===== config.mk =====
export PLATFORM = sky130hd
export DESIGN_NAME = cantx_msgbuf
export DESIGN_NICKNAME = d
export VERILOG_FILES = /design/src/rtl/cantx_pkg.sv /design/src/rtl/cantx_regfile.sv /design/src/rtl/cantx_frame_fmt.sv /design/src/rtl/cantx_ctrl.sv /design/src/rtl/cantx_msgbuf.sv
export SDC_FILE = /design/constraint.sdc
export NUM_CORES = 1
export LEC_CHECK = 0
export BUFFER_PORTS_ARGS = -buffer_cell sky130_fd_sc_hd__buf_2
export CAP_MARGIN = 20
export CORE_AREA = 3 3 104 106
export DETAILED_ROUTE_END_ITERATION = 16
export DIE_AREA = 0 0 107 109
export GPL_TIMING_DRIVEN = 0
export HOLD_SLACK_MARGIN = 0.1
export PLACE_DENSITY = 0.84
export SLEW_MARGIN = 20
export SYNTH_ARGS = -nofsm -noshare
export SYNTH_HDL_FRONTEND = slang
export SYNTH_SLANG_ARGS = --single-unit

===== constraint.sdc =====
create_clock -name clk -period 2.05 [get_ports clk]
set_input_delay 0.1025 -clock clk [delete_from_list [all_inputs] [get_ports clk]]
set_output_delay 0.1025 -clock clk [all_outputs]
set_load 0.05 [all_outputs]

===== src/rtl/cantx_pkg.sv =====
// Package: shared types and register word addresses for the CAN transmit
// message buffer. Assumes a 32-bit register data path.
package cantx_pkg;
    localparam int ID_W     = 29;
    localparam int DLC_W    = 4;
    localparam int NBYTES   = 8;
    localparam int DATA_W   = NBYTES * 8;
    localparam int WORD_W   = 32;

    localparam logic [2:0] ADR_MODE  = 3'd0;
    localparam logic [2:0] ADR_CMD   = 3'd1;
    localparam logic [2:0] ADR_DESC  = 3'd2;
    localparam logic [2:0] ADR_IDENT = 3'd3;
    localparam logic [2:0] ADR_PLO   = 3'd4;
    localparam logic [2:0] ADR_PHI   = 3'd5;

    localparam int BIT_REQ   = 0;
    localparam int BIT_RETX  = 10;
    localparam int BIT_EXT   = 7;
    localparam int BIT_RTR   = 6;

    typedef enum logic [1:0] {
        ST_IDLE   = 2'd0,
        ST_PEND   = 2'd1,
        ST_ACTIVE = 2'd2
    } tx_state_t;

    typedef struct packed {
        logic              ext;
        logic              rtr;
        logic [DLC_W-1:0]  dlc;
        logic [ID_W-1:0]   id;
        logic [DATA_W-1:0] data;
    } tx_frame_t;
endpackage


===== src/rtl/cantx_regfile.sv =====
// Module: cantx_regfile
// Holds the mode word and the frame registers written by software.
// Assumes: frame writes are dropped while busy is high; mode writes
// are always accepted. Identifier storage is 29 bits wide, so upper
// bits of an identifier write are discarded.
module cantx_regfile
    import cantx_pkg::*;
#(
    parameter int ADDR_W = 3
) (
    input  logic              clk,
    input  logic              rst_n,
    input  logic              wr_en,
    input  logic [ADDR_W-1:0] wr_addr,
    input  logic [WORD_W-1:0] wr_data,
    input  logic              busy,
    output logic              auto_retx,
    output tx_frame_t         frame_raw
);
    localparam int HALF_W = DATA_W / 2;

    logic              ext_q, rtr_q;
    logic [DLC_W-1:0]  dlc_q;
    logic [ID_W-1:0]   id_q;
    logic [HALF_W-1:0] plo_q, phi_q;

    // Register writes: mode always, frame fields only when idle.
    always_ff @(posedge clk) begin
        if (!rst_n) begin
            auto_retx <= 1'b0;
            ext_q     <= 1'b0;
            rtr_q     <= 1'b0;
            dlc_q     <= '0;
            id_q      <= '0;
            plo_q     <= '0;
            phi_q     <= '0;
        end else if (wr_en) begin
            if (wr_addr == ADDR_W'(ADR_MODE))
                auto_retx <= wr_data[BIT_RETX];
            if (!busy) begin
                if (wr_addr == ADDR_W'(ADR_DESC)) begin
                    ext_q <= wr_data[BIT_EXT];
                    rtr_q <= wr_data[BIT_RTR];
                    dlc_q <= wr_data[DLC_W-1:0];
                end
                if (wr_addr == ADDR_W'(ADR_IDENT)) id_q  <= wr_data[ID_W-1:0];
                if (wr_addr == ADDR_W'(ADR_PLO))   plo_q <= wr_data[HALF_W-1:0];
                if (wr_addr == ADDR_W'(ADR_PHI))   phi_q <= wr_data[HALF_W-1:0];
            end
        end
    end

    // Assemble the stored frame.
    always_comb begin
        frame_raw.ext  = ext_q;
        frame_raw.rtr  = rtr_q;
        frame_raw.dlc  = dlc_q;
        frame_raw.id   = id_q;
        frame_raw.data = {phi_q, plo_q};
    end

    AST_FRAME_FROZEN: assert property (@(posedge clk) disable iff (!rst_n)
        busy |=> ($stable(id_q) && $stable(plo_q) && $stable(phi_q) && $stable(dlc_q)));
endmodule


===== src/rtl/cantx_frame_fmt.sv =====
// Module: cantx_frame_fmt
// Shapes the stored frame for the engine: a remote frame is sent with
// zero length code and an all-zero payload. Purely combinational.
module cantx_frame_fmt
    import cantx_pkg::*;
(
    input  tx_frame_t frame_in,
    output tx_frame_t frame_out
);
    // Header fields: length forced to zero for remote frames.
    always_comb begin
        frame_out.ext = frame_in.ext;
        frame_out.rtr = frame_in.rtr;
        frame_out.id  = frame_in.id;
        frame_out.dlc = frame_in.rtr ? '0 : frame_in.dlc;
    end

    // Payload byte lanes: each lane gated off for remote frames.
    for (genvar b = 0; b < NBYTES; b++) begin : g_lane
        assign frame_out.data[b*8 +: 8] = frame_in.rtr ? 8'h00 : frame_in.data[b*8 +: 8];
    end
endmodule


===== src/rtl/cantx_ctrl.sv =====
// Module: cantx_ctrl
// Request state machine: idle, pending (offered to the engine) and active
// (accepted, being sent). Assumes the engine raises done or arb_lost only
// for a frame it has accepted; such pulses in other states are ignored.
module cantx_ctrl
    import cantx_pkg::*;
(
    input  logic clk,
    input  logic rst_n,
    input  logic cmd_wr,
    input  logic cmd_req,
    input  logic auto_retx,
    input  logic frm_ready,
    input  logic eng_done,
    input  logic eng_arb_lost,
    output logic busy,
    output logic in_progress,
    output logic frm_valid,
    output logic tx_finish
);
    tx_state_t state_q, state_d;

    // Next-state decision; acceptance takes priority over cancel.
    always_comb begin
        state_d = state_q;
        unique case (state_q)
            ST_IDLE:   if (cmd_wr && cmd_req) state_d = ST_PEND;
            ST_PEND:   if (frm_ready) state_d = ST_ACTIVE;
                       else if (cmd_wr && !cmd_req) state_d = ST_IDLE;
            ST_ACTIVE: if (eng_done) state_d = ST_IDLE;
                       else if (eng_arb_lost) state_d = auto_retx ? ST_PEND : ST_IDLE;
            default:   state_d = ST_IDLE;
        endcase
    end

    // State register and registered finish event.
    always_ff @(posedge clk) begin
        if (!rst_n) begin
            state_q   <= ST_IDLE;
            tx_finish <= 1'b0;
        end else begin
            state_q   <= state_d;
            tx_finish <= (state_q == ST_ACTIVE) && eng_done;
        end
    end

    assign busy        = (state_q != ST_IDLE);
    assign in_progress = (state_q == ST_ACTIVE);
    assign frm_valid   = (state_q == ST_PEND);

    AST_FINISH_PULSE: assert property (@(posedge clk) disable iff (!rst_n)
        tx_finish |=> !tx_finish);
    AST_FINISH_AFTER_ACTIVE: assert property (@(posedge clk) disable iff (!rst_n)
        tx_finish |-> ($past(in_progress) && !busy));
    AST_OFFER_HELD: assert property (@(posedge clk) disable iff (!rst_n)
        (frm_valid && !frm_ready && !(cmd_wr && !cmd_req)) |=> frm_valid);
    AST_RETX_REOFFER: assert property (@(posedge clk) disable iff (!rst_n)
        (in_progress && eng_arb_lost && !eng_done && auto_retx) |=> frm_valid);
    AST_ACCEPT_WINS: assert property (@(posedge clk) disable iff (!rst_n)
        (frm_valid && frm_ready) |=> in_progress);
endmodule


===== src/rtl/cantx_msgbuf.sv =====
// Module: cantx_msgbuf (top)
// Single-frame CAN transmit buffer with a word-addressed write port,
// status outputs and a valid/ready frame interface to a bit-stream engine.
// Assumes a 32-bit write data path and synchronous active-low reset.
module cantx_msgbuf
    import cantx_pkg::*;
#(
    parameter int ADDR_W = 3
) (
    input  logic              clk,
    input  logic              rst_n,
    input  logic              reg_wr_en,
    input  logic [ADDR_W-1:0] reg_addr,
    input  logic [31:0]       reg_wdata,
    output logic              stat_buf_full,
    output logic              stat_in_progress,
    output logic              frm_valid,
    input  logic              frm_ready,
    output logic              frm_ext,
    output logic              frm_rtr,
    output logic [3:0]        frm_dlc,
    output logic [28:0]       frm_id,
    output logic [63:0]       frm_data,
    input  logic              eng_done,
    input  logic              eng_arb_lost,
    output logic              tx_finish
);
    logic      busy, auto_retx, cmd_wr;
    tx_frame_t frame_raw, frame_fmt;

    assign cmd_wr = reg_wr_en && (reg_addr == ADDR_W'(ADR_CMD));

    cantx_regfile #(.ADDR_W(ADDR_W)) u_regs (
        .clk       (clk),
        .rst_n     (rst_n),
        .wr_en     (reg_wr_en),
        .wr_addr   (reg_addr),
        .wr_data   (reg_wdata),
        .busy      (busy),
        .auto_retx (auto_retx),
        .frame_raw (frame_raw)
    );

    cantx_frame_fmt u_fmt (
        .frame_in  (frame_raw),
        .frame_out (frame_fmt)
    );

    cantx_ctrl u_ctrl (
        .clk          (clk),
        .rst_n        (rst_n),
        .cmd_wr       (cmd_wr),
        .cmd_req      (reg_wdata[BIT_REQ]),
        .auto_retx    (auto_retx),
        .frm_ready    (frm_ready),
        .eng_done     (eng_done),
        .eng_arb_lost (eng_arb_lost),
        .busy         (busy),
        .in_progress  (stat_in_progress),
        .frm_valid    (frm_valid),
        .tx_finish    (tx_finish)
    );

    assign stat_buf_full = busy;
    assign frm_ext  = frame_fmt.ext;
    assign frm_rtr  = frame_fmt.rtr;
    assign frm_dlc  = frame_fmt.dlc;
    assign frm_id   = frame_fmt.id;
    assign frm_data = frame_fmt.data;

    AST_OFFER_STABLE: assert property (@(posedge clk) disable iff (!rst_n)
        (frm_valid && !frm_ready) |=> (!frm_valid || ($stable(frm_id) && $stable(frm_data))));
    AST_ACTIVE_IS_FULL: assert property (@(posedge clk) disable iff (!rst_n)
        $rose(stat_in_progress) |-> $past(frm_valid && frm_ready));
endmodule


== After elaboration in Yosys (flattened, before gate mapping) ==
Index checks and enable logic that the tools add are counted.

* Bits in registers: 103
* Output and inout bits: 103
* Input bits: 41

* Multiplexer cells: 16
* Bitwise logic cells: 1
* Reductions and logical operators: 14
* Equality and inequality tests: 10

{| class="wikitable"
|+ Operators by type and width
! operator !! number
|-
| two-way mux 8 bit || 8
|-
| AND reduction 3 bit || 5
|-
| two-way mux 2 bit || 5
|-
| equality test 3 x 2 -> 1 bit, second input constant || 2
|-
| equality test 3 bit, second input constant || 2
|-
| != test 3 x 1 -> 1 bit, second input constant || 2
|-
| one-hot mux 2 bit (3 select lines) || 1
|-
| logical AND 1 bit || 4
|-
| two-way mux 4 bit || 1
|-
| equality test 3 x 1 -> 1 bit, second input constant || 1
|-
| zero test 3 bit || 1
|-
| equality test 2 x 1 -> 1 bit, second input constant || 1
|-
| equality test 2 bit, second input constant || 1
|-
| zero test 2 bit || 1
|-
| != test 2 x 1 -> 1 bit, second input constant || 1
|-
| AND reduction 2 bit || 1
|-
| nonzero test 2 bit || 1
|-
| zero test 1 bit || 1
|-
| two-way mux 1 bit || 1
|-
| inverter 1 bit || 1
|}

== Depth between registers and ports, before layout ==
Gate-level depths: netlist (run 1).

* Depth in word-level cells: 6
* Depth in mapped cells: 6
* Depth with buffers taken out: 3

== By module ==
From an unflattened synthesis (run 1), not the netlist that was laid out.

* Cell total of the unflattened synthesis: 491
* Area total of the unflattened synthesis: 4620.7 um2

{| class="wikitable"
|+ Modules (own cells, without submodules)
! module !! cells each !! times used !! area each (um2)
|-
| cantx_regfile || 367 || 1 || 3746.1
|-
| cantx_frame_fmt || 106 || 1 || 708.2
|-
| cantx_ctrl || 17 || 1 || 153.9
|-
| cantx_msgbuf || 1 || 1 || 12.5
|}

== Worst setup path after synthesis (run 1) ==
No wires, ideal clock.

* Path type: register -> output
* Start point: register u_regs.rtr_q
* End point: output frm_data[16]
* Required time: 1947 ps
* Arrival: 1694 ps
* Cell stages (with the launch flop): 4
* Setup slack: 254 ps
* Cells stage by stage: dfxtp_1 > clkbuf_1 > clkbuf_1 > nor2b_1

* Longest elaborated chain between the ends: 1

{| class="wikitable"
|+ RTL lines
! what !! line !! RTL
|-
| start: declaration || cantx_regfile.sv:22 || <nowiki>logic ext_q, rtr_q;</nowiki>
|-
| start signal: assignment || cantx_regfile.sv:43 || <nowiki>rtr_q <= wr_data[BIT_RTR];</nowiki>
|-
| two-way mux 8 bit || cantx_frame_fmt.sv:20 || <nowiki>assign frame_out.data[b*8 +: 8] = frame_in.rtr ? 8'h00 : frame_in.data[b*8 +: 8];</nowiki>
|-
| end: declaration || cantx_msgbuf.sv:23 || <nowiki>output logic [63:0] frm_data,</nowiki>
|}

Every way passes these cells.

== Final worst setup path (run 1) ==
* Start point: register u_ctrl.state_q[0]
* End point: register u_regs.phi_q[16]

* Longest elaborated chain between the ends: 3

{| class="wikitable"
|+ RTL lines
! what !! line !! RTL
|-
| start: declaration || cantx_ctrl.sv:21 || <nowiki>tx_state_t state_q, state_d;</nowiki>
|-
| start signal: assignment || cantx_ctrl.sv:42 || <nowiki>state_q <= state_d;</nowiki>
|-
| nonzero test 2 bit || cantx_ctrl.sv:47 || <nowiki>assign busy = (state_q != ST_IDLE);</nowiki>
|-
| inverter 1 bit (no line) || -- ||
|-
| AND reduction 3 bit (no line) || -- ||
|-
| end signal: assignment || cantx_regfile.sv:48 || <nowiki>if (wr_addr == ADDR_W'(ADR_PHI)) phi_q <= wr_data[HALF_W-1:0];</nowiki>
|-
| end: declaration || cantx_regfile.sv:25 || <nowiki>logic [HALF_W-1:0] plo_q, phi_q;</nowiki>
|}

Every way passes these cells.
A chain may end at the register's enable or synchronous reset.

==> results of run 1 <==
-- worst max path at each step --
stage                                  from                to
after floorplan                u_regs.rtr_q      frm_data[16]
after global placement         u_regs.rtr_q      frm_data[28]
after detailed placement       u_regs.rtr_q      frm_data[16]
after CTS                      u_regs.rtr_q      frm_data[16]
after global routing      u_ctrl.state_q[0]  u_regs.phi_q[16]
final                     u_ctrl.state_q[0]  u_regs.phi_q[16]
-- through the flow --
step / hold WS, ns / area, sq um / setup slack (ns) / std cells / total power, mW
CTS: 0.107 / 6330 / 0.0607 / 911 / 3.93
global route: 0.114 / 6320 / 0.0710 / 910 / 4.08
global placement: 0.382 / 5810 / 0.307 / 861 / 2.69
finish: 0.105 / 6320 / 0.114 / 910 / 3.96
floorplan: 0.248 / 4930 / 0.254 / 586 / 2.51
detailed placement: 0.376 / 5810 / 0.276 / 861 / 2.71
-- what timing repair did --
| item | in CTS | in global routing |
|---|---|---|
| hold buffers | 34 | 0 |
| endpoints found under the setup margin | 10 | 10 |
| pin swaps | 0 | 0 |
| endpoints found under the hold margin | 101 | 0 |
| gates resized for setup | 1 | 0 |
-- power groups by stage --
stage                     Combinational [mW]  Sequential [mW]  Clock [mW]
after floorplan                        0.403             2.10           0
after global placement                 0.589             2.11           0
after detailed placement               0.602             2.11           0
after CTS                              0.655             2.06        1.22
after global routing                   0.706             2.07        1.31
final                                  0.667             2.06        1.23
-- cell type report --
type / instances / area, sq um
Fill cell: 855 / 3540
Sequential cell: 103 / 2060
Tap cell: 133 / 166
Clock inverter: 5 / 38.8
Clock buffer: 11 / 141
Timing Repair Buffer: 176 / 1050
Multi-Input combinational cell: 393 / 2370
Buffer: 89 / 493
-- per-layer routing --
metal | up-vias | GRT usage | part of all wire
li1 | 2381 | - | -
met2 | 274 | 0.442 | 0.47
met1 | 2352 | 0.334 | 0.41
met5 | - | 0 | 0
met3 | 50 | 0.0533 | 0.092
met4 | 0 | 0.107 | 0.027
-- critical path, delay by kind of cell, from the launching register on --
kind | cells | cell delay [ns]
buffers and inverters | 1 | 0.35
and+or+nand+nor | 1 | 0.50
AOI/OAI and AO/OA | 2 | 0.46
DFF | 1 | 0.52
-- synth_stat cells (2+ instances only) --
cell type and number:
buf_2 12, nor2_1 3, buf_6 4, a211oi_1 2
o21ai_1 20, nor2b_1 74, a21boi_0 76, nand3_1 99
dfxtp_1 103, buf_4 30, a21boi_1 23, o21ai_0 79
clkbuf_1 42, nand2b_1 3, buf_1 2
-- kinds of logic after synthesis --
group                  synth area share
DFF                               0.418
buffers and inverters             0.101
muxes                           0.00203
and+or+nand+nor                   0.218
AOI/OAI and AO/OA                 0.261
-- registers in the layout, summed over array words and instances (netlist names) --
| register | flops |
|---|---|
| u_regs.phi_q | 32 |
| u_regs.plo_q | 32 |
| u_regs.id_q | 29 |
| u_regs.dlc_q | 4 |
| u_ctrl.state_q | 2 |
| u_ctrl.tx_finish | 1 |
| u_regs.auto_retx | 1 |
| u_regs.ext_q | 1 |
| u_regs.rtr_q | 1 |
==> impl_summary.log, run 1 <==
[metrics] total setup violations reported at the end of the flow: 0
[metrics] internal power consumption: 2.75 mW
[metrics] area of the core: 9860 sq um
[metrics] post-layout utilization of the core: 0.641
[metrics] Detailed Route Iter0 Violations: 337
[metrics] largest fanout of any net on the critical path: 10
[metrics] sw frac: 0.305
[metrics] routability congestion estimate: 0.842
[metrics] Hold Startpoint: eng_arb_lost
[metrics] Port Buffer Count: 142
[metrics] Worst Path Arrival: 2.21 ns
[metrics] antenna viol nets, final: 0
[metrics] Mapped Nets: 627
[metrics] Max Clk Rate: ~520 MHz
[metrics] CTS Root Cell: clkbuf_8
[metrics] worst hold-check path type: in2reg
[metrics] number of pins exceeding their max-slew limit in the final report: 0
[metrics] Inserted Diodes: 0
[metrics] Min-Delay Path Depth: 4
[metrics] Synth Register Bits: 103
[metrics] Die W: roughly 110 microns
[metrics] largest net degree at the start of global routing: 18
[metrics] number of core rows: 36
[metrics] fraction of synthesis flops using an asynchronous set or reset pin: 0
[metrics] most common flop cell mapped by yosys: dfxtp_1
[metrics] setup repair after global routing missed its margin: no
[metrics] area growth from synthesis to layout: 28.3%
[metrics] residual DRC count: 0
[metrics] post-route clock skew: 0.00744 ns
[metrics] global-route congestion overflow total: 0
[metrics] Critical Path Start Type: flop
[metrics] transition time at the pin with the least slew margin: just under 0.6 ns
[metrics] fin crit share: 0.944
[metrics] most frequent standard cell in the layout excluding fill and tap cells: buf_2
[metrics] critical path, cell by cell: nand4bb_1 -> clkbuf_1 -> o21ai_0 -> a21boi_0
[metrics] number of antenna violations at the first check in global routing: 0
[metrics] CTS Buf Count: 9
[metrics] ratio of cells with drive above 1 in the final layout: 0.268
[metrics] initial standard-cell utilization of the core: 0.500
[metrics] Worst Path Required: about 2.3 ns
[metrics] share of total power in combinational logic: 0.169
[metrics] commonest cells after routing, fill and taps aside: 154 x buf_2, 103 x dfxtp_1, 99 x nand3_1
[metrics] slowest stage cell on the critical path: dfxtp_1
[metrics] number of global-route vias before repair: 4818
[metrics] Via density: approximately 5.6
[metrics] Synth area leader: dfxtp_1
[metrics] average cell area after synthesis: 8.41 sq um
[metrics] final hold vios: 0
[metrics] total routed wirelength: ~16000 microns
[metrics] clock share of power: 0.310
[metrics] Post-CTS Repair Setup Buffers: 0
[metrics] TritonCTS clock tree: done
[metrics] leading cell types by total area after synthesis: dfxtp_1 42%, a21boi_0 12%, nand3_1 10%
[metrics] R2R Setup Slk: 0.11 ns
[metrics] total of max-cap violations: 0
[metrics] insertion delay to the later sink of the worst-skew pair: 0.38 ns
[metrics] Power Dens Cells: around 630 nW/um^2
[metrics] reg2reg path depth: 4
[metrics] number of nets in the layout: 813
[metrics] die footprint: 11700 sq um
[metrics] detailed placement HPWL: between 10000 and 15000 microns
[metrics] H-tree depth: 3
[metrics] via count: a little over 5000
[metrics] count of mapped cells out of synthesis: 586
[metrics] Crit. End Element: flop
[metrics] post-route setup TNS: 0 ns
[metrics] global-route wire length before repair: 24100 microns
[metrics] critical path's largest stage delay: 0.52 ns
[metrics] register share of total power: 0.521
[metrics] Max transition margin: 0.603
[metrics] Total Routing Usage GR: 0.264
[metrics] number of enable-type register cells in the synthesized netlist: 0
[metrics] status: completed
[metrics] clock-pin slew reported for the worst setup and hold paths after clock tree synthesis: 0.10 ns
[metrics] # IOs: 144
[metrics] final routed wire length divided by cell count: 17.1 microns
[metrics] share of Yosys cell area claimed by the top area cell type: 0.418
[metrics] peak supply drop: 0.329 mV
[metrics] die span in y: 109 microns
[metrics] post-synthesis instance area: 4930 sq um
[metrics] CP Class: reg2reg
[metrics] endpoint of the most critical register-to-register path: u_regs.phi_q[16]
[metrics] clock sink count: 103
[metrics] sequential fraction of the synthesis area: 0.418
[metrics] shortest period the worst path allows: 1.94 ns
[metrics] number of warnings issued by yosys: 0
[metrics] Static Leakage: 2.72 nW
[metrics] Detailed Routing Iterations Pass 1: 7
[metrics] library cells used by synthesis: 29
[metrics] number of buffers on the longest clock path: 2
[metrics] worst min-delay path endpoint: u_ctrl.state_q[1]
[metrics] reg2reg start: u_ctrl.state_q[0]
[metrics] Switching Power: 1.21 mW
Note: power is estimated with default switching activity, not from simulation.
==> run 2: changes to the inputs <==
- ABC_AREA: not set -> 1
- CAP_MARGIN: 20 -> not set
- CORE_AREA: 3 3 104 106 -> 3 3 97 99
- DIE_AREA: 0 0 107 109 -> 0 0 100 102
- PLACE_DENSITY: 0.84 -> 0.87
- SETUP_SLACK_MARGIN: not set -> 0.2
==> run 2 against run 1 <==
Effect of this change:
- clock-buffer cell count unchanged
- register-to-register slack gained 0.45 ns
- non-clock buffer count down 20
- critical path depth grew 1
- sequential cell count unchanged
- first-iteration DRC count is 21% lower
- maximum frequency increased by 11%
- critical path type is now reg2out
==> impl_summary.log, run 2 <==
[metrics] total routed wirelength: 13500 microns
[metrics] number of standard cells in the final layout excluding fillers: 880
[metrics] residual DRC count: 0
[metrics] critical path, cell by cell: clkbuf_2 -> buf_4 -> clkbuf_4 -> nor2_1 -> buf_2
[metrics] setup repair after global routing missed its margin: yes
[metrics] R2R Setup Slk: 0.56 ns
[metrics] endpoint of the most critical register-to-register path: u_ctrl.state_q[1]
[metrics] largest fanout of any net on the critical path: 10
[metrics] global-route congestion overflow total: 0
[metrics] Hold Startpoint: reg_wdata[0]
[metrics] number of warnings issued by yosys: 0
[metrics] total of max-cap violations: 0
[metrics] insertion delay to the later sink of the worst-skew pair: about 0.36 ns
[metrics] count of mapped cells out of synthesis: between 500 and 600
[metrics] number of pins exceeding their max-slew limit in the final report: 0
[metrics] fillcell total: 722
[metrics] CP Class: reg2out
[metrics] Worst Path Arrival: 1.65 ns
[metrics] Crit. End Element: output port
[metrics] ratio of cells with drive above 1 in the final layout: 0.290
[metrics] peak supply drop: 0.418 mV
[metrics] fraction of synthesis flops using an asynchronous set or reset pin: 0
[metrics] area growth from synthesis to layout: 33.5%
[metrics] transition time at the pin with the least slew margin: 0.540 ns
[metrics] status: completed
[metrics] Detailed Routing Iterations Pass 1: 5
[metrics] Inserted Diodes: 0
[metrics] Min-Delay Path Depth: 3
[metrics] Max Clk Rate: between 500 and 600 MHz
[metrics] Post-CTS Repair Setup Buffers: 0
[metrics] CTS Buf Count: 9
[metrics] global-route wire length before repair: between 20000 and 25000 microns
[metrics] total setup violations reported at the end of the flow: 0
[metrics] antenna viol nets, final: 0
[metrics] most frequent cell after synthesis: dfxtp_1
[metrics] leading cell types by total area after synthesis: dfxtp_1 48%, a21oi_1 12%, nor2_1 6.7%
[metrics] shortest period the worst path allows: 1.75 ns
[metrics] number of enable-type register cells in the synthesized netlist: 0
[metrics] Via density: a little over 5
[metrics] post-synthesis instance area: 4320 sq um
[metrics] number of antenna violations at the first check in global routing: 0
[metrics] Total Routing Usage GR: 0.262
[metrics] library cells used by synthesis: 22
[metrics] number of buffers and inverters on the critical path: 4
[metrics] most common flop cell mapped by yosys: dfxtp_1
[metrics] average cell area after synthesis: 7.47 sq um
[metrics] most frequent standard cell in the layout excluding fill and tap cells: buf_2
[metrics] family with the most delay on the worst path: buffers and inverters
[metrics] reg2reg path depth: 5
[metrics] final hold vios: 0
[metrics] area of the core: approximately 8600 sq um
[metrics] Power Dens Cells: between 700 and 800 nW/um^2
[metrics] worst hold-check path type: in2reg
[metrics] slowest stage cell on the critical path: dfxtp_1
[metrics] number of buffers on the longest clock path: 2
[metrics] worst min-delay path endpoint: u_regs.plo_q[0]
[metrics] critical path's largest stage delay: 0.32 ns
[metrics] clock-pin slew reported for the worst setup and hold paths after clock tree synthesis: 0.10 ns
[metrics] TritonCTS clock tree: done
[metrics] Synth area leader: dfxtp_1
[metrics] Static Leakage: 2.75 nW
[metrics] sequential fraction of the synthesis area: 0.477
[metrics] reg2reg start: u_ctrl.state_q[1]
[metrics] H-tree depth: 3
[metrics] Mapped Nets: 620
[metrics] Synth top cells by count: 103 x dfxtp_1, 102 x a21oi_1, 77 x nor2_1, 75 x inv_1, 51 x o21ai_0
[metrics] Max transition margin: 0.640
[metrics] total placed cells including tap cells: 830
[metrics] Die W: 100 microns
[metrics] number of nets in the layout: between 800 and 900
[metrics] fin crit share: 0.854
[metrics] number of global-route vias before repair: between 4000 and 5000
[metrics] final-layout worst hold slack: approximately 0.13 ns
[metrics] routability congestion estimate: 0.825
[metrics] via count: roughly 4600
[metrics] post-route setup TNS: 0 ns
[metrics] Port Buffer Count: 143
[metrics] Synth Register Bits: 103
[metrics] commonest cells after routing, fill and taps aside: 162 x buf_2, 103 x dfxtp_1, 102 x a21oi_1
[metrics] # IOs: between 100 and 150
[metrics] registers with the highest flip-flop counts: u_regs.phi_q: 32 flops, u_regs.plo_q: 32 flops, u_regs.id_q: 29 flops
[metrics] post-layout utilization of the core: 0.669
[metrics] final routed wire length divided by cell count: 15.3 microns
[metrics] Detailed Route Iter0 Violations: 267
[metrics] clock sink count: between 100 and 150
[metrics] Critical Path Start Type: flop
[metrics] number of core rows: 34
[metrics] largest net degree at the start of global routing: 17
[metrics] initial standard-cell utilization of the core: 0.501
[metrics] post-route clock skew: ~0.013 ns
[metrics] die span in y: 102 microns
[metrics] detailed placement HPWL: 9470 microns
[metrics] Worst Path Required: 1.95 ns
[metrics] CTS Root Cell: clkbuf_8
[metrics] share of Yosys cell area claimed by the top area cell type: 0.477
[metrics] die footprint: 10200 sq um
## run 2: metrics by stage
stage               instance area [sq um]  setup WS (ns)  total power [mW]
finish                               5770          0.300              4.33
detailed placement                   5170          0.295              2.78
global placement                     5170          0.320              2.76
global route                         5770          0.192              4.48
CTS                                  5770          0.204              4.33
floorplan                            4320          0.234              2.58
## run 2: layout make-up
type	instances	area [sq um]	area share
well taps	108	135	0.0234
clock buffers	11	141	0.0245
clock inverters	5	105	0.0182
flip-flops and latches	103	2060	0.357
multi-input cells	330	1560	0.270
inverters	78	293	0.0507
plain buffers	68	419	0.0726
repair buffers	177	1060	0.183
## run 2: logic make-up after synthesis
kind of cell           Yosys count  synth area share
AOI/OAI and AO/OA              170             0.197
DFF                            103             0.477
and+or+nand+nor                160             0.164
buffers and inverters          146             0.162
## run 2: how the worst max path moves through the flow
stage	endpoint	start	slack [ns]	cells after the start
6_report	frm_data[19]	u_regs.rtr_q	0.30	5
5_1_grt	frm_data[19]	u_regs.rtr_q	0.19	5
3_5_place_dp	frm_data[19]	u_regs.rtr_q	0.30	5
3_3_place_gp	frm_data[17]	u_regs.rtr_q	0.32	5
4_1_cts	frm_data[19]	u_regs.rtr_q	0.20	5
2_1_floorplan	frm_data[16]	u_regs.rtr_q	0.23	4
## run 2: per-layer routing
metal,global-route usage,routed length (microns),up-vias,part of all wire
met5,0,0,-,0
met4,0.137,593,0,0.044
met3,0.0389,934,49,0.069
met2,0.458,6690,239,0.50
met1,0.313,5270,2086,0.39
li1,-,-,2193,-
## run 2: timing repair
action,in CTS,in global routing
hold buffers,34,0
setup endpoints to repair,22,47
resized for setup,3,7
endpoints found under the hold margin,90,0
## run 2: where the power goes
part           switching [mW]  internal (mW)  total, mW
logic                   0.501          0.209      0.710
registers              0.0227           2.06       2.09
clock network           0.690          0.845       1.54
## run 2: worst min-delay path, cell delays in order
cell	delay [ns]
buf_2	0.15
o21ai_1	0.14
a21oi_1	0.05
==> run 3: changes to the inputs <==
- CORE_AREA: 3 3 97 99 -> 3 3 103 105
- DIE_AREA: 0 0 100 102 -> 0 0 106 108
- PLACE_DENSITY: 0.87 -> 0.81
- clock period: 2.05 -> 1.5 ns (I/O delays scaled with it)
==> run 3 against run 2 <==
Effect of this change:
- the flow now finishes with violations (negative setup slack)
- critical path depth rose by 3
- cell count rose by 8.8%
- combinational power rose by 150%
- hold slack improved by 0.072 ns
- core utilization rose by 22 points
- sequential power rose by 37%
- largest cell class is now multi-input combinational cells
- highest routed layer unchanged
==> impl_summary.log, run 3 (synthesis gave the netlist of run 2 again) <==
[metrics] most frequent standard cell in the layout excluding fill and tap cells: dfxtp_1
[metrics] number of global-route vias before repair: between 5000 and 6000
[metrics] Static Leakage: approximately 3.4 nW
[metrics] slowest stage cell on the critical path: dfxtp_4
[metrics] post-layout utilization of the core: 0.891
[metrics] commonest cells after routing, fill and taps aside: 100 x dfxtp_1, 75 x inv_1, 73 x buf_2
[metrics] overall power after layout: 6.53 mW
[metrics] number of standard cells in the final layout excluding fillers: 957
[metrics] sw frac: 0.342
[metrics] total placed cells including tap cells: 855
[metrics] Die W: 106 microns
[metrics] final hold vios: 0
[metrics] Critical Path Start Type: flop
[metrics] R2R Setup Slk: -0.26 ns
[metrics] largest fanout of any net on the critical path: 10
[metrics] reg2reg start: u_ctrl.state_q[0]
[metrics] worst hold-check path type: in2reg
[metrics] post-route clock skew: 0.0120 ns
[metrics] global-route congestion overflow total: 0
[metrics] dpl cell area: 5300 sq um
[metrics] antenna viol nets, final: 0
[metrics] registers with the highest flip-flop counts: u_regs.phi_q: 32 flops, u_regs.plo_q: 32 flops, u_regs.id_q: 29 flops
[metrics] Via density: 6.23
[metrics] detailed placement HPWL: roughly 9400 microns
[metrics] total routed wirelength: between 20000 and 30000 microns
[metrics] family with the most delay on the worst path: buffers and inverters
[metrics] insertion delay to the later sink of the worst-skew pair: approximately 0.39 ns
[metrics] Total Routing Usage GR: 0.302
[metrics] setup repair after global routing missed its margin: yes
[metrics] post-route setup TNS: -5.06 ns
[metrics] critical path's largest stage delay: 0.37 ns
[metrics] share of total power in combinational logic: 0.271
[metrics] peak supply drop: between 0.6 and 0.7 mV
[metrics] Detailed Route Iter0 Violations: 764
[metrics] Crit. End Element: flop
[metrics] area of the core: about 9700 sq um
[metrics] violations in the final reports: negative setup slack
[metrics] CP Class: reg2reg
[metrics] die footprint: 11400 sq um
[metrics] final worst-path setup slack: -0.264 ns
[metrics] Detailed Routing Iterations Pass 1: 5
[metrics] Port Buffer Count: 143
[metrics] clock sink count: around 100
[metrics] routability congestion estimate: 0.863
[metrics] Max transition margin: 0.272
[metrics] number of antenna violations at the first check in global routing: 0
[metrics] Switching Power: 2.23 mW
[metrics] clock-pin slew reported for the worst setup and hold paths after clock tree synthesis: approximately 0.1 ns
[metrics] clock share of power: 0.290
[metrics] shortest period the worst path allows: around 1.8 ns
[metrics] critical path, cell by cell: inv_2 -> nand2_4 -> buf_12 -> nor2_4 -> buf_4 -> buf_6 -> nand3_1 -> a21oi_1
[metrics] reg2reg path depth: 8
[metrics] Levels on crit path: 8
[metrics] initial standard-cell utilization of the core: 0.444
[metrics] die span in y: 108 microns
[metrics] CTS Root Cell: clkbuf_8
[metrics] H-tree depth: 3
[metrics] Worst Path Required: 1.78 ns
[metrics] fin crit share: 1.18
[metrics] transition time at the pin with the least slew margin: approximately 1.1 ns
[metrics] Max Clk Rate: about 570 MHz
[metrics] area growth from synthesis to layout: 101%
[metrics] global-route wire length before repair: 27100 microns
[metrics] Power Dens Cells: roughly 750 nW/um^2
[metrics] final routed wire length divided by cell count: 27.0 microns
[metrics] via count: 5958
[metrics] internal power consumption: 4.29 mW
[metrics] number of buffers and inverters on the critical path: 4
[metrics] number of core rows: 36
[metrics] number of pins exceeding their max-slew limit in the final report: 0
[metrics] TritonCTS clock tree: done
[metrics] total setup violations reported at the end of the flow: 87
[metrics] largest net degree at the start of global routing: 17
[metrics] number of nets in the layout: 857
[metrics] endpoint of the most critical register-to-register path: u_regs.id_q[7]
[metrics] ratio of cells with drive above 1 in the final layout: 0.631
[metrics] final standard cell area without fillers: 8670 sq um
[metrics] critical path startpoint: u_ctrl.state_q[0]
[metrics] register share of total power: 0.439
[metrics] residual DRC count: 0
[metrics] crit path to: u_regs.id_q[7]
[metrics] status: finished, violations left
[metrics] number of buffers on the longest clock path: 2
[metrics] # IOs: roughly 140
[metrics] fillcell total: ~330
[metrics] total of max-cap violations: 0
[metrics] CTS Buf Count: 9
[metrics] Worst Path Arrival: 2.04 ns
-- run 3: power by group through the flow --
stage,registers [mW],logic (mW),clock network [mW]
after global routing,2.87,1.80,1.96
final,2.87,1.77,1.89
after global placement,2.91,0.890,0
after floorplan,2.91,0.635,0
after CTS,2.84,1.31,1.78
after detailed placement,2.91,0.899,0
-- run 3: tightest hold or removal path, stage by stage --
cell      delay [ns]
buf_2           0.15
clkinv_1        0.23
nor4_1          0.07
-- run 3: cell type report --
class	instances	area, sq um	share of cell area
Antenna cell	3	7.51	0.000866
Buffer	68	678	0.0782
Clock inverter	5	56.3	0.00649
Sequential cell	103	2070	0.239
Timing Repair Buffer	223	2260	0.260
Multi-Input combinational cell	333	3000	0.346
Clock buffer	11	141	0.0163
Tap cell	133	166	0.0192
Inverter	78	293	0.0338
-- run 3: routing by layer --
layer,vias up,wire [microns],GRT usage
met2,613,11700,0.518
met3,208,3070,0.0699
met5,-,0,0
met1,2818,8900,0.353
met4,0,2140,0.160
li1,2319,-,-
-- run 3: repair_timing --
item,CTS,global route
resized for setup,414,255
buffers inserted,13,11
hold buffers,36,0
pin swaps,62,92
gates cloned,14,9
endpoints found under the hold margin,101,0
endpoints found under the setup margin,132,170
-- run 3: per-stage QoR --
| stage | worst slack (ns) | hold slack [ns] |
|---|---|---|
| global route | -0.266 | 0.185 |
| global placement | -0.00857 | 0.343 |
| finish | -0.264 | 0.199 |
| CTS | -0.00695 | 0.109 |
| detailed placement | -0.0325 | 0.340 |
| floorplan | 0.00752 | 0.215 |
-- run 3: how the worst min path moves through the flow --
stage               from                 to  slack, ns  depth (start not counted)
2_1_floorplan   eng_done   u_ctrl.tx_finish       0.21                          2
3_3_place_gp   frm_ready  u_ctrl.state_q[1]       0.34                          3
3_5_place_dp   frm_ready  u_ctrl.state_q[1]       0.34                          3
4_1_cts            rst_n       u_regs.rtr_q       0.11                          3
5_1_grt            rst_n   u_ctrl.tx_finish       0.18                          3
6_report           rst_n   u_ctrl.tx_finish       0.20                          3
